==> config.mk <==
export PLATFORM = sky130hd
export DESIGN_NAME = cache_evt_monitor
export DESIGN_NICKNAME = d
export VERILOG_FILES = /design/src/rtl/cevm_pkg.sv /design/src/rtl/cevm_regs.sv /design/src/rtl/cevm_event_sel.sv /design/src/rtl/cevm_counter.sv /design/src/rtl/cache_evt_monitor.sv
export SDC_FILE = /design/constraint.sdc
export NUM_CORES = 1
export LEC_CHECK = 0
export BUFFER_PORTS_ARGS = -buffer_cell sky130_fd_sc_hd__buf_2
export CAP_MARGIN = 20
export CELL_PAD_IN_SITES_DETAIL_PLACEMENT = 1
export CELL_PAD_IN_SITES_GLOBAL_PLACEMENT = 1
export CORE_MARGIN = 8
export CORE_UTILIZATION = 33
export DETAILED_ROUTE_END_ITERATION = 12
export PLACE_DENSITY = 0.87
export SKIP_LAST_GASP = 1
export SYNTH_ARGS = -nofsm -noshare
export SYNTH_HDL_FRONTEND = slang
export SYNTH_SLANG_ARGS = --single-unit
==> constraint.sdc <==
create_clock -name clk -period 1.97 [get_ports clk]
set_input_delay 0.394 -clock clk [delete_from_list [all_inputs] [get_ports clk]]
set_output_delay 0.394 -clock clk [all_outputs]
set_load 0.1 [all_outputs]
==> src/rtl/cevm_pkg.sv <==
package cevm_pkg;

    localparam int ADDR_W = 2;

    typedef enum logic [1:0] {
        EV_CYCLE = 2'd0,
        EV_IHIT  = 2'd1,
        EV_DHIT  = 2'd2,
        EV_NONE  = 2'd3
    } ev_mode_e;

    typedef enum logic [ADDR_W-1:0] {
        REG_MODE = 2'd0,
        REG_EN   = 2'd1,
        REG_CLR  = 2'd2,
        REG_CNT  = 2'd3
    } reg_addr_e;

    typedef enum logic {
        MON_OFF = 1'b0,
        MON_RUN = 1'b1
    } mon_state_e;

endpackage

==> src/rtl/cevm_regs.sv <==
module cevm_regs
    import cevm_pkg::*;
#(
    parameter int DATA_W = 32
) (
    input  logic              clk,
    input  logic              rst_n,
    input  logic              wr_en,
    input  logic [ADDR_W-1:0] wr_addr,
    input  logic [DATA_W-1:0] wr_data,
    output ev_mode_e          mode,
    output logic              en,
    output logic              clr
);

    logic       wr_mode, wr_en_reg, wr_clr;
    mon_state_e state_q, state_d;
    logic       unused_wr_hi;

    assign unused_wr_hi = ^wr_data[DATA_W-1:2];

    assign wr_mode   = wr_en && (wr_addr == REG_MODE);
    assign wr_en_reg = wr_en && (wr_addr == REG_EN);
    assign wr_clr    = wr_en && (wr_addr == REG_CLR);

    // selector register, only bits 1:0 are kept
    always_ff @(posedge clk or negedge rst_n) begin
        if (!rst_n)
            mode <= EV_CYCLE;
        else if (wr_mode)
            mode <= ev_mode_e'(wr_data[1:0]);
    end

    // enable state machine: next-state logic
    always_comb begin
        state_d = state_q;
        unique case (state_q)
            MON_OFF: if (wr_en_reg && wr_data[0])  state_d = MON_RUN; // T_START
            MON_RUN: if (wr_en_reg && !wr_data[0]) state_d = MON_OFF; // T_STOP
            default: state_d = MON_OFF;
        endcase
    end

    // state register
    always_ff @(posedge clk or negedge rst_n) begin
        if (!rst_n)
            state_q <= MON_OFF;
        else
            state_q <= state_d;
    end

    // outputs
    always_comb begin
        en  = 1'b0;
        clr = wr_clr && wr_data[0];
        unique case (state_q)
            MON_OFF: en = 1'b0;
            MON_RUN: en = 1'b1;
            default: en = 1'b0;
        endcase
    end

    // the selector changes only on its own write
    a_r11_mode_hold: assert property (@(posedge clk) disable iff (!rst_n)
        !wr_mode |=> $stable(mode));

    // the enable changes only on its own write
    a_r6_enable_hold: assert property (@(posedge clk) disable iff (!rst_n)
        !wr_en_reg |=> $stable(en));

endmodule

==> src/rtl/cevm_event_sel.sv <==
module cevm_event_sel
    import cevm_pkg::*;
(
    input  logic     clk,
    input  logic     rst_n,
    input  ev_mode_e mode,
    input  logic     en,
    input  logic     cyc_tick,
    input  logic     ihit,
    input  logic     dhit,
    output logic     inc
);

    logic picked;

    always_comb begin
        picked = 1'b0;
        unique case (mode)
            EV_CYCLE: picked = cyc_tick;
            EV_IHIT:  picked = ihit;
            EV_DHIT:  picked = dhit;
            EV_NONE:  picked = 1'b0;
            default:  picked = 1'b0;
        endcase
    end

    assign inc = en && picked;

    // reserved selector never counts
    a_r5_reserved_silent: assert property (@(posedge clk) disable iff (!rst_n)
        (mode == EV_NONE) |-> !inc);

    // disabled monitor never counts
    a_r6_disabled_silent: assert property (@(posedge clk) disable iff (!rst_n)
        !en |-> !inc);

endmodule

==> src/rtl/cevm_counter.sv <==
module cevm_counter #(
    parameter int CNT_W = 32
) (
    input  logic             clk,
    input  logic             rst_n,
    input  logic             clr,
    input  logic             inc,
    output logic [CNT_W-1:0] cnt
);

    always_ff @(posedge clk or negedge rst_n) begin
        if (!rst_n)
            cnt <= '0;
        else if (clr)
            cnt <= '0;
        else if (inc)
            cnt <= cnt + 1'b1;
    end

    // clear beats any event in the same cycle
    a_r8_clear_wins: assert property (@(posedge clk) disable iff (!rst_n)
        clr |=> (cnt == '0));

    // a counted event adds exactly one, wrapping at all ones
    a_r10_step_wraps: assert property (@(posedge clk) disable iff (!rst_n)
        (!clr && inc) |=> (cnt == CNT_W'($past(cnt) + 1'b1)));

    // without event or clear the count holds
    a_r6_count_holds: assert property (@(posedge clk) disable iff (!rst_n)
        (!clr && !inc) |=> $stable(cnt));

endmodule

==> src/rtl/cache_evt_monitor.sv <==
module cache_evt_monitor
    import cevm_pkg::*;
#(
    parameter int DATA_W = 32,
    parameter int CNT_W  = 32
) (
    input  logic              clk,
    input  logic              rst_n,
    input  logic              cyc_tick,
    input  logic              ihit,
    input  logic              dhit,
    input  logic              wr_en,
    input  logic [1:0]        wr_addr,
    input  logic [DATA_W-1:0] wr_data,
    input  logic [1:0]        rd_addr,
    output logic [DATA_W-1:0] rd_data
);

    ev_mode_e         mode;
    logic             en, clr, inc;
    logic [CNT_W-1:0] cnt;

    cevm_regs #(.DATA_W(DATA_W)) u_regs (
        .clk     (clk),
        .rst_n   (rst_n),
        .wr_en   (wr_en),
        .wr_addr (wr_addr),
        .wr_data (wr_data),
        .mode    (mode),
        .en      (en),
        .clr     (clr)
    );

    cevm_event_sel u_sel (
        .clk      (clk),
        .rst_n    (rst_n),
        .mode     (mode),
        .en       (en),
        .cyc_tick (cyc_tick),
        .ihit     (ihit),
        .dhit     (dhit),
        .inc      (inc)
    );

    cevm_counter #(.CNT_W(CNT_W)) u_cnt (
        .clk   (clk),
        .rst_n (rst_n),
        .clr   (clr),
        .inc   (inc),
        .cnt   (cnt)
    );

    // read mux: the clear strobe and unused bits read as zero
    always_comb begin
        rd_data = '0;
        unique case (reg_addr_e'(rd_addr))
            REG_MODE: rd_data = DATA_W'(mode);
            REG_EN:   rd_data = DATA_W'(en);
            REG_CLR:  rd_data = '0;
            REG_CNT:  rd_data = DATA_W'(cnt);
            default:  rd_data = '0;
        endcase
    end

    // the clear strobe always reads back as zero
    a_r7_clr_reads_zero: assert property (@(posedge clk) disable iff (!rst_n)
        (rd_addr == REG_CLR) |-> (rd_data == '0));

endmodule

# Word level (Yosys, flattened, before mapping)
# Cells that the tools add are included.
[totals]
ff_bits = 35
input_bits = 42
[op_classes]
add_sub_neg = 1
eq_ne = 8
n_reduce_logical = 12
mux = 8
bitwise_logic = 1
[op_table]
columns = ["op", "count"]
rows = [
  ["32-bit one-hot mux with 4 select lines", 1],
  ["32-bit two-way mux", 2],
  ["32-bit by 1-bit adder with 32-bit output (second input constant)", 1],
  ["2-bit == test (second input constant)", 5],
  ["1-bit logical AND", 7],
  ["2-bit by 1-bit == test with 1-bit output (second input constant)", 3],
  ["2-bit zero test", 3],
  ["1-bit one-hot mux with 2 select lines", 2],
  ["1-bit one-hot mux with 4 select lines", 1],
  ["1-bit two-way mux", 2],
  ["2-bit nonzero test", 1],
  ["1-bit zero test", 1],
  ["1-bit inverter", 1],
]

# Logic depth before layout (Yosys ltp)
# Gate-level depths: netlist of run 1.
[depth]
ltp_word = 5
depth_mapped = 6
ltp_nobuf = 6

# Cells and area by module
# Synthesis of run 1 repeated with hierarchy kept, for this count alone.
[unflattened]
cells_unflattened = 230
area_unflattened_um2 = 2105.8
[by_module_without_submodules]
columns = ["mod", "area_per_inst_um2", "n_inst", "cells_each", "seq_area_each_um2"]
rows = [
  ["cevm_counter", 1680.4, 1, 176, 800.8],
  ["cache_evt_monitor", 256.5, 1, 41, 0.0],
  ["cevm_regs", 140.1, 1, 9, 75.1],
  ["cevm_event_sel", 28.8, 1, 4, 0.0],
]

# Least setup slack after synthesis of run 1
# No wires, ideal clock.
[synth_timing]
path_type = "reg-to-output"
start = "reg (tool-made name)"
end = "out rd_data[0]"
t_arrival_ns = 1.609
path_buffers = 1
path_stages_with_launch = 4
slack_ns = -0.033
path_cell_list = "dfrtp_1 -> clkbuf_1 -> mux2_2 -> a22o_1"
[synth_lines]
columns = ["element", "line_no", "source"]
rows = [
  ["end: declaration", "cache_evt_monitor.sv:16", "output logic [DATA_W-1:0] rd_data"],
]

# Final worst setup path of run 1
[layout_timing]
start = "reg u_cnt.cnt[3]"
end = "reg u_cnt.cnt[25]"
[layout_between]
elab_chain_len = 3
[layout_rtl]
columns = ["element", "line_no", "source"]
rows = [
  ["start: declaration", "cevm_counter.sv:8", "output logic [CNT_W-1:0] cnt"],
  ["start signal: assignment", "cevm_counter.sv:17", "cnt <= cnt + 1'b1;"],
  ["32-bit by 1-bit adder with 32-bit output", "cevm_counter.sv:17", ""],
  ["32-bit two-way mux", "cevm_counter.sv:16", "else if (inc)"],
  ["32-bit two-way mux", "cevm_counter.sv:14", "else if (clr)"],
]
# No other way between the ends. The select of a mux whose other input is x is not followed.
# A chain may end at the register's enable or synchronous reset.

==> results of run 1 <==
-- cells by family (layout without fill, tap and decap cells) --
| group | count (synthesis) | count (layout) | share of synthesized area |
|---|---|---|---|
| adder cells (fa/ha/maj) | 1 | 1 | 0.005769 |
| AND/OR/NAND/NOR | 143 | 143 | 0.3791 |
| AO/OA/AOI/OAI | 23 | 23 | 0.06290 |
| multiplexers | 5 | 5 | 0.02539 |
| flip-flops | 35 | 35 | 0.4039 |
| XOR/XNOR | 21 | 21 | 0.08483 |
| buffers and inverters | 18 | 91 | 0.03808 |
-- path summary, 6_finish.rpt --
path | startpoint | cells after the start | endpoint | slack (ns)
worst max-delay path | u_cnt.cnt[3] | 5 | u_cnt.cnt[25] | -0.0009
worst min-delay path | rst_n | 1 | u_cnt.cnt[28] | 0.19
worst max register to register | u_cnt.cnt[3] | 5 | u_cnt.cnt[25] | -0.0009
worst min register to register | u_cnt.cnt[31] | 2 | u_cnt.cnt[31] | 0.56
max in group asynchronous | rst_n | 1 | u_cnt.cnt[0] | 1.19
min in group clk | wr_data[1] | 2 | u_regs.mode[1] | 0.33
-- final cells by class --
type	count	share of cell area
timing repair buffer	80	0.3009
multi-input combinational	193	0.3759
clock buffer	7	0.02311
tap	77	0.02918
sequential	35	0.2660
clock inverter	1	0.001516
inverter	3	0.003410
-- registers in the layout (all words and copies together) (netlist names), named ones only --
signal and count:
u_cnt.cnt 32, u_regs.mode 2
-- cells in the final DEF, fill, tap and decap left out, types with 2 or more instances in the layout --
master    instances
buf_4            34
and3_1           33
dfrtp_1          33
buf_12           33
nor2_1           24
nand3_1          19
nand2_1          12
nand4_1          12
xnor2_1          12
buf_2            11
xor2_1            9
nor4_1            8
a21oi_1           7
nor3_1            7
o21ai_0           6
or3_1             6
o21a_1            5
clkbuf_8          5
mux2_2            3
inv_1             3
and3_2            2
nor2b_1           2
nand3b_1          2
and4_4            2
and4_2            2
or4_4             2
o31ai_1           2
or4_1             2
and2_1            2
clkbuf_1          2
buf_6             2
dfrtp_2           2
-- worst max-delay path: cells and delay by family, from the launching register on --
kind / cells / cell delay [ns]
and+or+nand+nor: 4 / 1.39
AOI/OAI and AO/OA: 1 / 0.15
DFF: 1 / 0.36
-- stage by stage --
stage	area (sq um)	setup TNS [ns]
2_1_floorplan	2170	0
3_3_place_gp	3151	0
3_5_place_dp	3151	-0.04631
4_1_cts	3284	-0.01139
5_1_grt	3302	-0.1059
6_report	3302	-0.0009290
-- timing repair --
action | in CTS | in global routing
setup endpoints to repair | 3 | 9
hold buffers | 0 | 0
gates resized for setup | 5 | 9
setup buffers | 4 | 0
hold endpoints to repair | 0 | 0
pin swaps | 6 | 3
-- report_power, final --
| group | switching, mW | internal (mW) |
|---|---|---|
| combinational | 0.362 | 0.272 |
| clock | 0.275 | 0.248 |
| sequential | 0.0672 | 0.776 |
-- layer usage --
metal  track usage  vias to the layer above
li1              -                     1035
met1        0.1622                     1097
met5             0                        -
met4       0.06982                        0
met2        0.3042                       52
met3       0.04267                       16
-- cells in the mapped netlist (all sizes together) (3+ instances only) --
master,n
nand4,13
clkbuf,12
a21oi,8
dfrtp,35
inv,3
nor4,8
xnor2,12
and3,36
nor3,7
and4,5
mux2,4
nand2,12
xor2,9
o21ai,7
or4,4
or3,6
nor2,24
buf,3
o21a,5
nand3,20
==> results.py, run 1 <==
metrics = {
    "floorplan": {
        "num_rows": 29,
        "chipWidth_um": 97.06,
        "die_height_um": 97.06,
        "ioPinCount": 74,
        "start_util": 0.3415,
        "die_area_sq_um": 9421,
        "coreArea_sq_um": 6350,
    },
    "final_layout": {
        "fin_cells": 396,
        "layout-drive-gt1-share": 0.3354,
        "postLayoutCoreUtil": 0.5200,
        "syn_to_final_growth_pct": 52.28,
        "layout.nets": 361,
        "antenna_cells": 0,
        "multi_input_area_sq_um": 1241,
        "area.sequential_sq_um": 878.3,
        "fillers": 697,
    },
    "grt": {
        "track_usage": 0.1618,
        "first_global_vias": 2521,
        "grt_overflow": 0,
        "grt_max_degree": 36,
        "antenna_found_initial": 0,
        "grt_pass1_wl_um": 12730,
    },
    "clock_tree": {
        "htreeDepth": 2,
        "cts-root-buf": "clkbuf_8",
        "clock_sinks": 35,
        "cts-buffers-inserted": 5,
        "clkTransAtPathRegs_ns": 0.08,
        "clk_path_buf_depth": 2,
        "clk_latency_ns": 0.30,
        "cts_tree": "built",
    },
    "detailed_routing": {
        "routed_wl_um": 7479,
        "routed-wl-met2_um": 4030,
        "wire_per_inst_um": 18.89,
        "top_layer": "met4",
        "wl_met3_um": 315,
        "detail_route.drc_violations": 0,
        "wirelength_met1_um": 2948,
        "routed_via_density": 5.556,
        "drtPass1Iterations": 4,
        "postRouteAntennaNets": 0,
        "num_vias": 2200,
        "initialDrtViolationCount": 85,
    },
    "critical_path": {
        "cp_slowest_stage_delay_ns": 0.57,
        "cp-start-kind": "register",
        "path_cells": "nand4_1 > or4_4 > or2_4 > or4_4 > a21oi_2",
        "required_ns": 2.20,
        "critPathArrivalTime_ns": 2.20,
        "cp_slowest_cell": "or4_4",
        "cp_max_fo": 4,
        "path_class": "reg -> reg",
        "crit_path_frequent_cell": "or4_4",
        "end_kind": "register",
    },
    "place": {
        "portBuffers": 43,
        "gp_congestion": 0.8511,
        "place_ws_ns": -0.04631,
        "dp.cells": 384,
        "dp_hpwl_um": 5604,
    },
    "run_status": {
        "status": "finished, violations left",
        "violations": "negative setup slack",
    },
    "power_and_ir_drop": {
        "p_total_mw": 2.000,
        "p_per_area_nw_per_um2": 605.8,
        "ir_drop_uv": 252.5,
        "p_leak_nw": 1.497,
    },
    "logic_synthesis": {
        "ys_async_sr_fraction": 1.000,
        "netlist_instances": 246,
        "synth_ff_type": "dfrtp_1",
        "synth_area_leaders": "dfrtp_1, and3_1, xnor2_1, nand3_1, nor2_1",
        "synth_top_area_frac": 0.4039,
        "yosys_register_bits": 35,
        "synth_edf_count": 0,
        "synth_area_leader_cell": "dfrtp_1",
        "ys_seq_area_frac": 0.4039,
        "ys.warnings.count": 0,
        "synth.avg_cell_area_sq_um": 8.814,
        "synth.cell_area_sq_um": 2168,
        "synth_nets": 289,
        "synth_cell_types": 35,
    },
    "flow_run": {
        "max-cap-violations": 0,
    },
    "timing": {
        "timing.final.crit_share": 1.000,
        "tightest_slew_ns": 0.8306,
        "skew_ns": 0.009290,
        "layout_setup_ws_ns": -0.0009290,
        "period_needed_ns": 1.971,
        "hold_violations": 0,
        "slew_violations": 0,
        "max_slew_margin": 0.4463,
        "whs_ns": 0.1887,
        "setup_viol": 1,
        "rsz0062_at_grt": "yes",
        "max_freq_mhz": 507.4,
    },
    "worst_hold_path": {
        "hold_path_class": "in -> async",
    },
}
Note: power is estimated with default switching activity, not from simulation.
==> run 2: changes to the inputs <==
--- a/config.mk
+++ b/config.mk
@@ -13,6 +13,7 @@
 export CORE_UTILIZATION = 33
 export DETAILED_ROUTE_END_ITERATION = 12
 export PLACE_DENSITY = 0.87
+export RECOVER_POWER = 25
 export SKIP_LAST_GASP = 1
 export SYNTH_ARGS = -nofsm -noshare
 export SYNTH_HDL_FRONTEND = slang
==> results.py, run 2 (same netlist as run 1, synthesis figures left out) <==
metrics = {
    "floorplan": {
        "chipWidth_um": 97.06,
        "ioPinCount": 74,
        "start_util": 0.3415,
        "die_area_sq_um": 9421,
        "die_height_um": 97.06,
        "num_rows": 29,
        "coreArea_sq_um": 6350,
    },
    "grt": {
        "antenna_found_initial": 0,
        "grt_overflow": 0,
        "track_usage": 0.1618,
        "grt_max_degree": 36,
        "grt_pass1_wl_um": 12730,
        "first_global_vias": 2521,
    },
    "power_and_ir_drop": {
        "p_total_mw": 2.000,
        "power_switching_mw": 0.7040,
        "ir_drop_uv": 252.5,
        "p_leak_nw": 1.498,
        "swShare": 0.3520,
        "combPwrFrac": 0.317,
        "p_per_area_nw_per_um2": 605.8,
        "clkPwrFrac": 0.261,
        "pwr-share-seq": 0.421,
        "p_int_mw": 1.296,
    },
    "critical_path": {
        "critPathArrivalTime_ns": 2.20,
        "path_class": "reg -> reg",
        "cp-start-kind": "register",
        "required_ns": 2.20,
        "cp_max_fo": 4,
        "end_kind": "register",
    },
    "clock_tree": {
        "htreeDepth": 2,
        "clock_sinks": 35,
        "cts_tree": "built",
        "clk_latency_ns": 0.30,
        "cts-buffers-inserted": 5,
        "clk_path_buf_depth": 2,
        "clkTransAtPathRegs_ns": 0.08,
        "cts-root-buf": "clkbuf_8",
        "cts-hold-fix-buffers": 0,
    },
    "run_status": {
        "violations": "negative setup slack",
        "status": "finished, violations left",
    },
    "place": {
        "portBuffers": 43,
        "dp_hpwl_um": 5604,
        "dp.cells": 384,
        "gp_congestion": 0.8511,
    },
    "final_layout": {
        "final_cell_mix": "buf_4, and3_1, dfrtp_1, buf_12, nor2_1",
        "largest-register": "u_cnt.cnt",
        "syn_to_final_growth_pct": 52.28,
        "largest_register_ffs": 32,
        "top_regs": "u_cnt.cnt: 32 flops, u_regs.mode: 2 flops",
        "layout-drive-gt1-share": 0.3354,
        "fin_cells": 396,
        "antenna_cells": 0,
        "final_common_cell": "buf_4",
        "layout.nets": 361,
    },
    "detailed_routing": {
        "wire_per_inst_um": 18.89,
        "initialDrtViolationCount": 85,
        "postRouteAntennaNets": 0,
        "routed_wl_um": 7479,
        "drtPass1Iterations": 4,
        "num_vias": 2200,
        "detail_route.drc_violations": 0,
        "routed_via_density": 5.556,
    },
    "timing": {
        "period_needed_ns": 1.971,
        "skew_ns": 0.009290,
        "slew_violations": 0,
        "hold_violations": 0,
        "max_freq_mhz": 507.4,
        "setup_viol": 1,
        "tightest_slew_ns": 0.9299,
        "layout_setup_ws_ns": -0.0009290,
        "timing.final.crit_share": 1.000,
        "max_slew_margin": 0.3801,
        "rsz0062_at_grt": "yes",
    },
    "worst_hold_path": {
        "hold_path_class": "in -> async",
    },
    "flow_run": {
        "max-cap-violations": 0,
    },
}
## run 2: cell types whose count changed in the layout (fill, tap and decap cells not counted)
cell / delta
clkbuf_2: +1
buf_2: -1
## run 2: final timing paths
check                              start              to  slack (ns)  cells past startpoint
min reg2reg                u_cnt.cnt[31]   u_cnt.cnt[31]        0.56                      2
min                                rst_n   u_cnt.cnt[28]        0.22                      1
max in group asynchronous          rst_n    u_cnt.cnt[0]        1.10                      1
max reg2reg                 u_cnt.cnt[3]   u_cnt.cnt[25]     -0.0009                      5
max                         u_cnt.cnt[3]   u_cnt.cnt[25]     -0.0009                      5
min in group clk              wr_data[1]  u_regs.mode[1]        0.33                      2
## run 2: critical path, stage by stage, from the launching register on
cell and delay (ns):
dfrtp_1 0.36, nand4_1 0.14, or4_4 0.57, or2_4 0.26, or4_4 0.42, a21oi_2 0.15
## run 2: routing by layer
metal | track usage | share of wire | up-vias
met4 | 0.06982 | 0.025 | 0
met5 | 0 | 0 | -
met2 | 0.3042 | 0.54 | 52
li1 | - | - | 1035
met3 | 0.04267 | 0.042 | 16
met1 | 0.1622 | 0.39 | 1097
## run 2: stage by stage
step           utilization    TNS [ns]  instance area [sq um]  setup slack (ns)  hold slack (ns)
2_1_floorplan            -           0                   2170           0.01170          0.09841
3_3_place_gp        0.4962           0                   3151           0.02256           0.5087
3_5_place_dp        0.4962    -0.04631                   3151          -0.04631           0.5398
4_1_cts             0.5172    -0.01139                   3284          -0.01139           0.2097
5_1_grt             0.5200     -0.1059                   3302          -0.04468           0.2933
6_report            0.5200  -0.0009290                   3302        -0.0009290           0.2212
## run 2: layout make-up
| type | count | area [sq um] |
|---|---|---|
| clock buffer | 7 | 76.32 |
| clock inverter | 1 | 5.005 |
| fill | 697 | 3048 |
| inverter | 3 | 11.26 |
| multi-input combinational | 193 | 1241 |
| sequential | 35 | 878.3 |
| tap | 77 | 96.34 |
| timing repair buffer | 80 | 993.5 |
## run 2: timing repair
| action | in CTS | in global routing |
|---|---|---|
| buffers inserted | 4 | 0 |
| resized for setup | 5 | 9 |
| pin swaps | 6 | 3 |
| setup endpoints to repair | 3 | 9 |
| endpoints found under the hold margin | 0 | 0 |
## run 2: power by group through the flow
stage          clock network [mW]  registers, mW  logic (mW)
6_report                    0.523          0.843       0.634
5_1_grt                     0.566          0.852       0.674
4_1_cts                     0.541          0.838       0.623
3_5_place_dp                    0          0.852       0.565
3_3_place_gp                    0          0.845       0.535
2_1_floorplan                   0          0.854       0.287
